$ cat config.mk
export PLATFORM = sky130hd
export DESIGN_NAME = turbo_sched_ctrl
export DESIGN_NICKNAME = d
export VERILOG_FILES = /design/src/rtl/turbo_sched_pkg.sv /design/src/rtl/turbo_perm_map.sv /design/src/rtl/turbo_frame_store.sv /design/src/rtl/turbo_ext_calc.sv /design/src/rtl/turbo_sched_ctrl.sv
export SDC_FILE = /design/constraint.sdc
export NUM_CORES = 2
export LEC_CHECK = 0
export ABC_AREA = 1
export ABC_CLOCK_PERIOD_IN_PS = 4500
export BUFFER_PORTS_ARGS = -buffer_cell sky130_fd_sc_hd__buf_2
export CORE_MARGIN = 2
export CORE_UTILIZATION = 40
export CTS_CLUSTER_DIAMETER = 40
export DETAILED_ROUTE_END_ITERATION = 8
export GPL_TIMING_DRIVEN = 0
export PLACE_DENSITY_LB_ADDON = 0.08
export SLEW_MARGIN = 20
export SYNTH_ARGS = -nofsm -noshare
export SYNTH_HDL_FRONTEND = slang
export SYNTH_SLANG_ARGS = --single-unit
$ cat constraint.sdc
create_clock -name clk -period 4.5 [get_ports clk]
set_input_delay 0 -clock clk [delete_from_list [all_inputs] [get_ports clk]]
set_output_delay 0 -clock clk [all_outputs]
set_load 0.05 [all_outputs]
$ cat src/rtl/turbo_sched_pkg.sv
`timescale 1ns/1ps
package turbo_sched_pkg;

  // Scheduler phases
  typedef enum logic [1:0] {
    ST_LOAD  = 2'd0,
    ST_RUN   = 2'd1,
    ST_DRAIN = 2'd2,
    ST_OUT   = 2'd3
  } sched_st_e;

endpackage

$ cat src/rtl/turbo_perm_map.sv
`timescale 1ns/1ps
// Constant permutation p(i) = (MUL*i + ADD) mod N, built as a table.
module turbo_perm_map #(
  parameter int N   = 64,
  parameter int AW  = 6,
  parameter int MUL = 21,
  parameter int ADD = 5
) (
  input  logic [AW-1:0] idx,
  output logic [AW-1:0] perm
);

  logic [AW-1:0] tbl [N];

  for (genvar i = 0; i < N; i++) begin : g_tbl
    localparam int unsigned ENTRY = (MUL * i + ADD) % N;
    assign tbl[i] = AW'(ENTRY);
  end

  assign perm = tbl[idx];

endmodule

$ cat src/rtl/turbo_frame_store.sv
`timescale 1ns/1ps
// Frame storage: soft inputs, natural-order a-priori values, hard decisions.
module turbo_frame_store #(
  parameter int N  = 64,
  parameter int AW = 6,
  parameter int SW = 5,
  parameter int EW = 8
) (
  input  logic          clk,
  // frame load
  input  logic          ld_we,
  input  logic [AW-1:0] ld_addr,
  input  logic [SW-1:0] ld_sys,
  input  logic [SW-1:0] ld_par1,
  input  logic [SW-1:0] ld_par2,
  // extrinsic write-back
  input  logic          xw_we,
  input  logic [AW-1:0] xw_addr,
  input  logic [EW-1:0] xw_ext,
  input  logic          hd_we,
  input  logic          hd_bit,
  // reads
  input  logic [AW-1:0] rd_pos_addr,
  input  logic [AW-1:0] rd_step_addr,
  input  logic          rd_sel2,
  output logic [SW-1:0] rd_sys,
  output logic [SW-1:0] rd_par,
  output logic [EW-1:0] rd_apri,
  output logic          rd_hard
);

  logic [SW-1:0] sys_m  [N];
  logic [SW-1:0] par1_m [N];
  logic [SW-1:0] par2_m [N];
  logic [EW-1:0] apri_m [N];
  logic [N-1:0]  hard_m;

  always_ff @(posedge clk) begin
    if (ld_we) begin
      sys_m[ld_addr]  <= ld_sys;
      par1_m[ld_addr] <= ld_par1;
      par2_m[ld_addr] <= ld_par2;
    end
  end

  // a-priori cleared while loading, overwritten by extrinsic otherwise
  always_ff @(posedge clk) begin
    if (ld_we) begin
      apri_m[ld_addr] <= '0;
    end else if (xw_we) begin
      apri_m[xw_addr] <= xw_ext;
    end
  end

  always_ff @(posedge clk) begin
    if (hd_we) begin
      hard_m[xw_addr] <= hd_bit;
    end
  end

  assign rd_sys  = sys_m[rd_pos_addr];
  assign rd_apri = apri_m[rd_pos_addr];
  assign rd_par  = rd_sel2 ? par2_m[rd_step_addr] : par1_m[rd_step_addr];
  assign rd_hard = hard_m[rd_step_addr];

endmodule

$ cat src/rtl/turbo_ext_calc.sv
`timescale 1ns/1ps
// Latency-matched delay line plus saturating extrinsic subtraction.
module turbo_ext_calc #(
  parameter int AW    = 6,
  parameter int SW    = 5,
  parameter int EW    = 8,
  parameter int LW    = 10,
  parameter int LAT   = 3,
  parameter int SHIFT = 1
) (
  input  logic          clk,
  input  logic          rst_n,
  input  logic          is_valid,
  input  logic [AW-1:0] is_addr,
  input  logic [SW-1:0] is_sys,
  input  logic [EW-1:0] is_apri,
  input  logic [LW-1:0] llr,
  output logic          wr_valid,
  output logic [AW-1:0] wr_addr,
  output logic [EW-1:0] wr_ext
);

  localparam int DW = LW + SW + SHIFT + 2;

  logic [LAT-1:0] v_d, v_q;
  logic [AW-1:0]  a_d [LAT];
  logic [AW-1:0]  a_q [LAT];
  logic [SW-1:0]  s_d [LAT];
  logic [SW-1:0]  s_q [LAT];
  logic [EW-1:0]  p_d [LAT];
  logic [EW-1:0]  p_q [LAT];

  for (genvar g = 0; g < LAT; g++) begin : g_stage
    if (g == 0) begin : g_head
      assign v_d[g] = is_valid;
      assign a_d[g] = is_addr;
      assign s_d[g] = is_sys;
      assign p_d[g] = is_apri;
    end else begin : g_body
      assign v_d[g] = v_q[g-1];
      assign a_d[g] = a_q[g-1];
      assign s_d[g] = s_q[g-1];
      assign p_d[g] = p_q[g-1];
    end

    // data stages, clock enabled by the stage's valid
    always_ff @(posedge clk) begin
      if (v_d[g]) begin
        a_q[g] <= a_d[g];
        s_q[g] <= s_d[g];
        p_q[g] <= p_d[g];
      end
    end
  end

  always_ff @(posedge clk or negedge rst_n) begin
    if (!rst_n) begin
      v_q <= '0;
    end else begin
      v_q <= v_d;
    end
  end

  logic signed [DW-1:0] llr_x, apri_x, sys_x, diff, hi_lim, lo_lim;

  assign llr_x  = {{(DW-LW){llr[LW-1]}}, llr};
  assign apri_x = {{(DW-EW){p_q[LAT-1][EW-1]}}, p_q[LAT-1]};
  assign sys_x  = {{(DW-SW){s_q[LAT-1][SW-1]}}, s_q[LAT-1]};
  assign diff   = llr_x - apri_x - (sys_x <<< SHIFT);
  assign hi_lim = DW'((2 ** (EW - 1)) - 1);
  assign lo_lim = ~hi_lim;

  always_comb begin
    if (diff > hi_lim) begin
      wr_ext = {1'b0, {(EW-1){1'b1}}};
    end else if (diff < lo_lim) begin
      wr_ext = {1'b1, {(EW-1){1'b0}}};
    end else begin
      wr_ext = diff[EW-1:0];
    end
  end

  assign wr_valid = v_q[LAT-1];
  assign wr_addr  = a_q[LAT-1];

endmodule

$ cat src/rtl/turbo_sched_ctrl.sv
`timescale 1ns/1ps
// Time-shared single-decoder turbo iteration scheduler (top).
module turbo_sched_ctrl
  import turbo_sched_pkg::*;
#(
  parameter int FRAME_LEN = 64,
  parameter int ITERS     = 4,
  parameter int SOFT_W    = 5,
  parameter int EXT_W     = 8,
  parameter int LLR_W     = 10,
  parameter int DEC_LAT   = 3,
  parameter int SYS_SHIFT = 1,
  parameter int ILV_MUL   = 21,
  parameter int ILV_ADD   = 5
) (
  input  logic              clk,
  input  logic              rst_n,
  input  logic              in_valid,
  output logic              in_ready,
  input  logic [SOFT_W-1:0] in_sys,
  input  logic [SOFT_W-1:0] in_par1,
  input  logic [SOFT_W-1:0] in_par2,
  output logic              dec_valid,
  output logic [SOFT_W-1:0] dec_sys,
  output logic [SOFT_W-1:0] dec_par,
  output logic [EXT_W-1:0]  dec_apri,
  input  logic              dec_llr_valid,
  input  logic [LLR_W-1:0]  dec_llr,
  output logic              out_valid,
  output logic              out_bit
);

  localparam int AW = $clog2(FRAME_LEN);
  localparam int IW = (ITERS > 1) ? $clog2(ITERS) : 1;
  localparam int GW = (DEC_LAT > 1) ? $clog2(DEC_LAT) : 1;
  localparam logic [AW-1:0] LAST_IDX = AW'(FRAME_LEN - 1);
  localparam logic [IW-1:0] LAST_IT  = IW'(ITERS - 1);
  localparam logic [GW-1:0] LAST_GAP = GW'(DEC_LAT - 1);

  // reset: asserted asynchronously, released through two flops
  logic [1:0] rs_q;
  logic       rst_int_n;

  always_ff @(posedge clk or negedge rst_n) begin
    if (!rst_n) begin
      rs_q <= 2'b00;
    end else begin
      rs_q <= {rs_q[0], 1'b1};
    end
  end
  assign rst_int_n = rs_q[1];

  // scheduler state
  sched_st_e     st_q, st_d;
  logic [AW-1:0] idx_q, idx_d;
  logic [IW-1:0] iter_q, iter_d;
  logic [GW-1:0] gap_q, gap_d;
  logic          half_q, half_d;
  logic          step_en;

  always_comb begin
    st_d   = st_q;
    idx_d  = idx_q;
    iter_d = iter_q;
    gap_d  = gap_q;
    half_d = half_q;
    unique case (st_q)
      ST_LOAD: begin
        if (in_valid) begin
          if (idx_q == LAST_IDX) begin
            st_d   = ST_RUN;
            idx_d  = '0;
            half_d = 1'b0;
            iter_d = '0;
          end else begin
            idx_d = idx_q + 1'b1;
          end
        end
      end
      ST_RUN: begin
        if (idx_q == LAST_IDX) begin
          st_d  = ST_DRAIN;
          idx_d = '0;
          gap_d = '0;
        end else begin
          idx_d = idx_q + 1'b1;
        end
      end
      ST_DRAIN: begin
        if (gap_q == LAST_GAP) begin
          if (!half_q) begin
            st_d   = ST_RUN;
            half_d = 1'b1;
          end else if (iter_q == LAST_IT) begin
            st_d = ST_OUT;
          end else begin
            st_d   = ST_RUN;
            half_d = 1'b0;
            iter_d = iter_q + 1'b1;
          end
        end else begin
          gap_d = gap_q + 1'b1;
        end
      end
      ST_OUT: begin
        if (idx_q == LAST_IDX) begin
          st_d  = ST_LOAD;
          idx_d = '0;
        end else begin
          idx_d = idx_q + 1'b1;
        end
      end
      default: st_d = ST_LOAD;
    endcase
  end

  assign step_en = (st_q != ST_LOAD) || in_valid;

  always_ff @(posedge clk or negedge rst_int_n) begin
    if (!rst_int_n) begin
      st_q   <= ST_LOAD;
      idx_q  <= '0;
      iter_q <= '0;
      gap_q  <= '0;
      half_q <= 1'b0;
    end else if (step_en) begin
      st_q   <= st_d;
      idx_q  <= idx_d;
      iter_q <= iter_d;
      gap_q  <= gap_d;
      half_q <= half_d;
    end
  end

  // addressing
  logic [AW-1:0] perm_idx, pos_addr;

  turbo_perm_map #(
    .N   (FRAME_LEN),
    .AW  (AW),
    .MUL (ILV_MUL),
    .ADD (ILV_ADD)
  ) u_perm (
    .idx  (idx_q),
    .perm (perm_idx)
  );

  assign pos_addr = half_q ? perm_idx : idx_q;

  // storage and extrinsic path
  logic              issuing, ld_we;
  logic              ext_wr_valid, wb_we, hd_we;
  logic [AW-1:0]     ext_wr_addr;
  logic [EXT_W-1:0]  ext_val;
  logic [SOFT_W-1:0] rd_sys, rd_par;
  logic [EXT_W-1:0]  rd_apri;
  logic              rd_hard;

  assign issuing = (st_q == ST_RUN);
  assign ld_we   = in_valid && in_ready;
  assign wb_we   = ext_wr_valid && dec_llr_valid;
  assign hd_we   = wb_we && half_q && (iter_q == LAST_IT);

  turbo_frame_store #(
    .N  (FRAME_LEN),
    .AW (AW),
    .SW (SOFT_W),
    .EW (EXT_W)
  ) u_store (
    .clk          (clk),
    .ld_we        (ld_we),
    .ld_addr      (idx_q),
    .ld_sys       (in_sys),
    .ld_par1      (in_par1),
    .ld_par2      (in_par2),
    .xw_we        (wb_we),
    .xw_addr      (ext_wr_addr),
    .xw_ext       (ext_val),
    .hd_we        (hd_we),
    .hd_bit       (dec_llr[LLR_W-1]),
    .rd_pos_addr  (pos_addr),
    .rd_step_addr (idx_q),
    .rd_sel2      (half_q),
    .rd_sys       (rd_sys),
    .rd_par       (rd_par),
    .rd_apri      (rd_apri),
    .rd_hard      (rd_hard)
  );

  turbo_ext_calc #(
    .AW    (AW),
    .SW    (SOFT_W),
    .EW    (EXT_W),
    .LW    (LLR_W),
    .LAT   (DEC_LAT),
    .SHIFT (SYS_SHIFT)
  ) u_ext (
    .clk      (clk),
    .rst_n    (rst_int_n),
    .is_valid (issuing),
    .is_addr  (pos_addr),
    .is_sys   (rd_sys),
    .is_apri  (rd_apri),
    .llr      (dec_llr),
    .wr_valid (ext_wr_valid),
    .wr_addr  (ext_wr_addr),
    .wr_ext   (ext_val)
  );

  // port outputs
  assign in_ready  = rst_int_n && (st_q == ST_LOAD);
  assign dec_valid = issuing;
  assign dec_sys   = rd_sys;
  assign dec_par   = rd_par;
  assign dec_apri  = rd_apri;
  assign out_valid = (st_q == ST_OUT);
  assign out_bit   = rd_hard;

endmodule

### Word level (Yosys, flattened, before mapping)

Memories as Yosys holds them, arrays and structs flattened.
Cells that the tools add are included.

| word-level totals | value |
|---|---|
| output and inout port bits | 22 |
| bits of input ports | 29 |
| register bits | 82 |
| RAM bits | 1529 |
| logic and storage cells | 110 |
| ROM bits | 384 |
| memories kept | 8 |

Memory list:

| name | words | width | rd ports | clocked after Yosys merged registers in | wr ports | line | text |
|---|---|---|---|---|---|---|---|
| u_store.apri_m | 64 | 8 | 1 | 0 | 1 | turbo_frame_store.sv:35 | `logic [EW-1:0] apri_m [N];` |
| (no name shown) | 64 | 6 | 1 | 0 | 0 | turbo_perm_map.sv:20 | `assign perm = tbl[idx];` |
| u_store.par1_m | 64 | 5 | 1 | 0 | 1 | turbo_frame_store.sv:33 | `logic [SW-1:0] par1_m [N];` |
| u_store.par2_m | 64 | 5 | 1 | 0 | 1 | turbo_frame_store.sv:34 | `logic [SW-1:0] par2_m [N];` |
| u_store.sys_m | 64 | 5 | 1 | 0 | 1 | turbo_frame_store.sv:32 | `logic [SW-1:0] sys_m [N];` |
| u_ext.p_q | 3 | 8 | 3 | 0 | 3 | turbo_ext_calc.sv:31 | `logic [EW-1:0] p_q [LAT];` |
| +2 memories | - | - | - | - | - | - |  |

| operators by class | value |
|---|---|
| order comparisons | 6 |
| bitwise operators | 1 |
| reduce and logical (&&, ||, !) cells | 19 |
| multiplexer cells | 49 |
| add/sub/neg operators | 5 |
| eq/ne operators | 14 |

Operators by type and width:

| cell | number |
|---|---|
| $bwmux 64 | 1 |
| $mux 6 | 6 |
| $mux 2 | 12 |
| $mux 8 | 3 |
| $mux 1 | 19 |
| $gt 18x8->1 const B | 1 |
| $lt 18x8->1 const B | 1 |
| $lt 6x7->1 const B | 2 |
| $ne 2x2->1 const B | 6 |
| $pmux 6 s2 | 1 |
| $sub 11x6->12 | 1 |
| $sub 10x8->11 | 1 |
| $eq 2x2->1 const B | 4 |
| $pmux 2 s2 | 2 |
| $pmux 2 s4 | 1 |
| $reduce_bool 2->1 | 4 |
| $reduce_or 8->1 | 1 |
| $ge 7x7->1 const B | 1 |
| $not 6->7 | 1 |
| $reduce_and 7->1 | 1 |
| $add 6x1->6 const B | 1 |
| $bmux 1 s6 | 1 |
| $demux 1 s6 | 1 |
| $eq 6x6->1 const B | 1 |
| other kinds (14) | 21 |

### Depth between registers and ports, before layout

| depth | value |
|---|---|
| depth in word-level cells | 7 |
| gate-level depth with buffers | 18 |
| mapped depth without buffers | 18 |

### Cells and area by module

From an unflattened synthesis, not the netlist that was laid out.

| second synthesis, totals | value |
|---|---|
| cells, all modules | 5590 |
| area total of the unflattened synthesis | 66432.5 sq um |

Modules (own cells, without submodules):

| module | seq. area each (sq um) | cells an instance | times used | area an instance (sq um) |
|---|---|---|---|---|
| turbo_frame_store | 46124.2 | 5206 | 1 | 62541.2 |
| turbo_ext_calc | 1786.7 | 213 | 1 | 2693.8 |
| turbo_sched_ctrl | 375.4 | 122 | 1 | 935.9 |
| turbo_perm_map | 0.0 | 49 | 1 | 261.5 |

### Worst setup path after synthesis

Ideal clock, no wire load.

| path | value |
|---|---|
| kind | reg2reg |
| start | mem u_ext.p_q[2][0], in the netlist u_ext.p_q[0][16] |
| end | mem u_store.apri_m[0][1], data pin |
| library setup time | 0.499 ns |
| required time | 4.001 ns |
| arrival time | 3.801 ns |
| setup slack | 0.199 ns |
| buffers on the path | 0 |
| stages on the path, launching flop included | 18 |
| period minus slack after synthesis | 4.301 ns |
| path through | edfxtp_1 ha_1 inv_1 ha_1 inv_1 nand2_1 fa_1 nand3_1 nand3_1 nand2_1 nand2_1 nand2_1 nand2_1 nor2_1 nand3_1 nand2_1 nand2_1 nor2_1 |

RTL lines:

| element | line |
|---|---|
| from (decl) | turbo_ext_calc.sv:31 |
| to (decl) | turbo_frame_store.sv:35 |

==> impl_results.md <==
- PortBufs: 50
- Vias in the first global route: 46470
- Chip Height: 419.8 µm
- Total track usage: 28.42%
- Nets: 7010
- Worst skew pair latency: 0.87 ns
- Ys async rst share: 1.117%
- Non-Filler Instances: 9482
- Starting Density: 40.28%
- Pwr dens: 436.3 mW/mm²
- Synthesized area per cell: 10.54 µm²
- Clock root cell: clkbuf_16
- Synthesized instance count: 6562
- Reg2reg path depth: 12
- Row count: 152
- # setup viols final: 0
- CTS tree: built
- Setup CP Type: reg2out
- Sequential fraction of the synthesis area: 69.81%
- DR pass1 iterations: 8
- Max Cap Violations: 0
- Share of layout cells above drive strength 1: 13.53%
- Gr ovfl total: 0
- Crit Reg-Reg Endpoint: u_store.apri_m[6][0]
- Core area: 0.1717 mm²
- Detailed-route vias per instance: 5.271
- Initial antenna violation count: 14
- Hold WS: 0.05875 ns
- Ys Warns: 0
- GPL Wtd Cong: 0.9476
- Dpl cells: 8997
- First DRT Iteration DRCs: 6410
- Clock slew at reported path FFs: 0.06 ns
- Unique masters post-synth: 44
- Unrepaired setup endpoints after global routing: yes
- WL per Instance: 26.54 µm
- Count of final hold-check violations: 0
- Syn nets: 6619
- Max_slew headroom: 18.55%
- Largest net degree at the start of global routing: 66
- Setup Skew: 0.02198 ns
- Post-Syn Area: 0.06917 mm²
- Most common cell in the netlist: nand2_1
- RR Startpoint: u_ext.s_q[0][14]
- DRC: 0
- IO Count: 51
- Worst EP required: 4.50 ns
- Vias: 49980
- Startpoint Class: flop
- Sink Count: 1611
- Synth cell count leaders: 2707 x nand2_1, 1593 x edfxtp_1, 676 x nand3_1
- Post-synth EDFFs: 1593
- First-pass GRT wire length: 349.9 mm
- DP Wirelength: 173.5 mm
- #FFs+latches synth: 1611
- Share of the synthesized area in the top cell type: 69.16%
- Die X: 419.8 µm
- Commonest register cell after synthesis: edfxtp_1
- Total power: 36600 µW
- Worst-margin pin slew: 1.222 ns
- Final Cycle Share: 98.72%
- Crit-path max FO: 10
- CTS max path bufs: 3
- H-tree depth: 4
- WHS Endpoint: u_store.apri_m[56][0]
- Leak: 0.03354 µW
- Area contributors post-synth: edfxtp_1 69%, nand2_1 15%, nand3_1 4.9%
- Layout area overhead: 21.28%
- CP Data Arrival Time: 4.44 ns
- Worst Hold Launch: dec_llr[1]
- Slew Limit Fails: 0
- Inserted Clock Buffers: 239
- WHS Path Cells: 4
- Max Freq: 225.1 MHz
- Area taken by multi-input logic gates: 0.01780 mm²
- Worst hold path type: in2reg
- Tmin final: 4.442 ns
- Synth area leader: edfxtp_1
- Post-route ant nets: 0
- R2R setup slack: 0.23 ns
- Status: complete, no violations
- Reg area: 0.04829 mm²
- Worst Setup End Kind: primary output
- Worst vdd ir: 0.3114 mV
- Routed WL: 251.7 mm
- Die ar.: 0.1763 mm²
- Fillers: 15600
## critical path, cell delays in order (launching register included)
cell,delay (ns)
dfrtp_1,0.40
clkbuf_4,0.22
inv_4,0.14
buf_6,0.19
buf_6,0.20
ha_1,0.19
nand2_1,0.09
nand3_1,0.14
o21ai_4,0.15
inv_2,0.13
buf_6,0.24
buf_6,0.22
nand3_1,0.19
nand3_1,0.19
nand3_1,0.16
nand3_2,0.20
nand2_2,0.14
buf_4,0.16
buf_4,0.18
## logic make-up after synthesis
group | Yosys count | synth area share (%)
flip-flops | 1611 | 69.81
other | 1 | 0.005422
buffers and inverters | 945 | 5.615
XOR/XNOR | 9 | 0.1140
AO/OA/AOI/OAI | 271 | 2.138
AND/OR/NAND/NOR | 3697 | 21.71
adder cells (fa/ha/maj) | 28 | 0.6042
## per-layer routing
| layer | GRT usage, % | up-vias | part of all wire (%) |
|---|---|---|---|
| met3 | 5.990 | 436 | 9.5 |
| met4 | 8.615 | 4 | 3.1 |
| met1 | 41.00 | 24690 | 43 |
| met2 | 42.97 | 2258 | 44 |
| met5 | 0 | - | 0.010 |
| li1 | - | 22590 | - |
## cell usage in the layout, fill, tap and decap left out, types with 35 or more instances in the layout
master / Yosys / routed
nand3_1: 676 / 646
buf_4: 18 / 66
clkinv_2: 0 / 35
a21oi_1: 111 / 111
o21ai_0: 120 / 119
nor2_4: 1 / 68
nor2_1: 256 / 188
clkbuf_1: 60 / 45
edfxtp_1: 1593 / 1593
buf_2: 201 / 185
clkbuf_16: 0 / 241
buf_16: 0 / 47
inv_1: 606 / 605
nand2_1: 2707 / 2685
## how the worst max path moves through the flow
stage                                      end        startpoint  depth (start not counted)  slack (ns)
final                               dec_sys[4]          idx_q[1]                         18        0.06
after global routing      u_store.apri_m[7][0]  u_ext.s_q[0][14]                         12      -0.005
after CTS                           dec_sys[0]          idx_q[0]                         18      0.0007
after detailed placement           dec_apri[5]          idx_q[0]                         18       -0.75
after global placement    u_store.apri_m[8][1]        dec_llr[9]                         11       -3.94
after floorplan           u_store.apri_m[0][1]  u_ext.p_q[0][16]                         17        0.20
## per-stage QoR
stage          utilization [%]  TNS [ns]  instance area [µm²]  setup WS (ns)
2_1_floorplan                -         0                69170         0.1993
3_3_place_gp             42.10  -1270.21                72310         -3.936
3_5_place_dp             43.52    -13.69                74740        -0.7490
4_1_cts                  48.74         0                83710      0.0007154
5_1_grt                  48.84  -0.02349                83870      -0.005319
6_report                 48.84         0                83880        0.05764
## what timing repair did
action,4_1_cts,5_1_grt
hold buffers,23,0
resized for setup,179,54
pin swaps,1,2
setup buffers,1,1
hold endpoints to repair,1039,0
setup endpoints to repair,27,24
## power breakdown
group | leakage, µW | switching [µW] | internal, µW
Sequential | 0.0147 | 7.17 | 16700
Clock | 0.00396 | 7330 | 11800
Combinational | 0.0149 | 659 | 159
## sequential cells by signal, summed over array words and instances (netlist names)
signal / flops
u_ext.v_q: 3
st_q: 2
u_ext.p_q: 24
u_store.sys_m: 320
iter_q: 2
u_store.par1_m: 320
gap_q: 2
u_ext.s_q: 15
u_store.par2_m: 320
idx_q: 6
u_store.apri_m: 512
u_store.hard_m: 64
rs_q: 2
half_q: 1
u_ext.a_q: 18
## layout make-up
cell class,instances,area share (%)
Sequential cell,1611,57.57
Multi-Input combinational cell,4006,21.22
Clock buffer,257,7.261
Tap cell,2310,3.446
Timing Repair Buffer,150,2.868
Inverter,619,2.794
Clock inverter,198,2.585
Buffer,326,2.249
Antenna cell,5,0.01492
No activity file was read; power rests on OpenSTA's default activity.
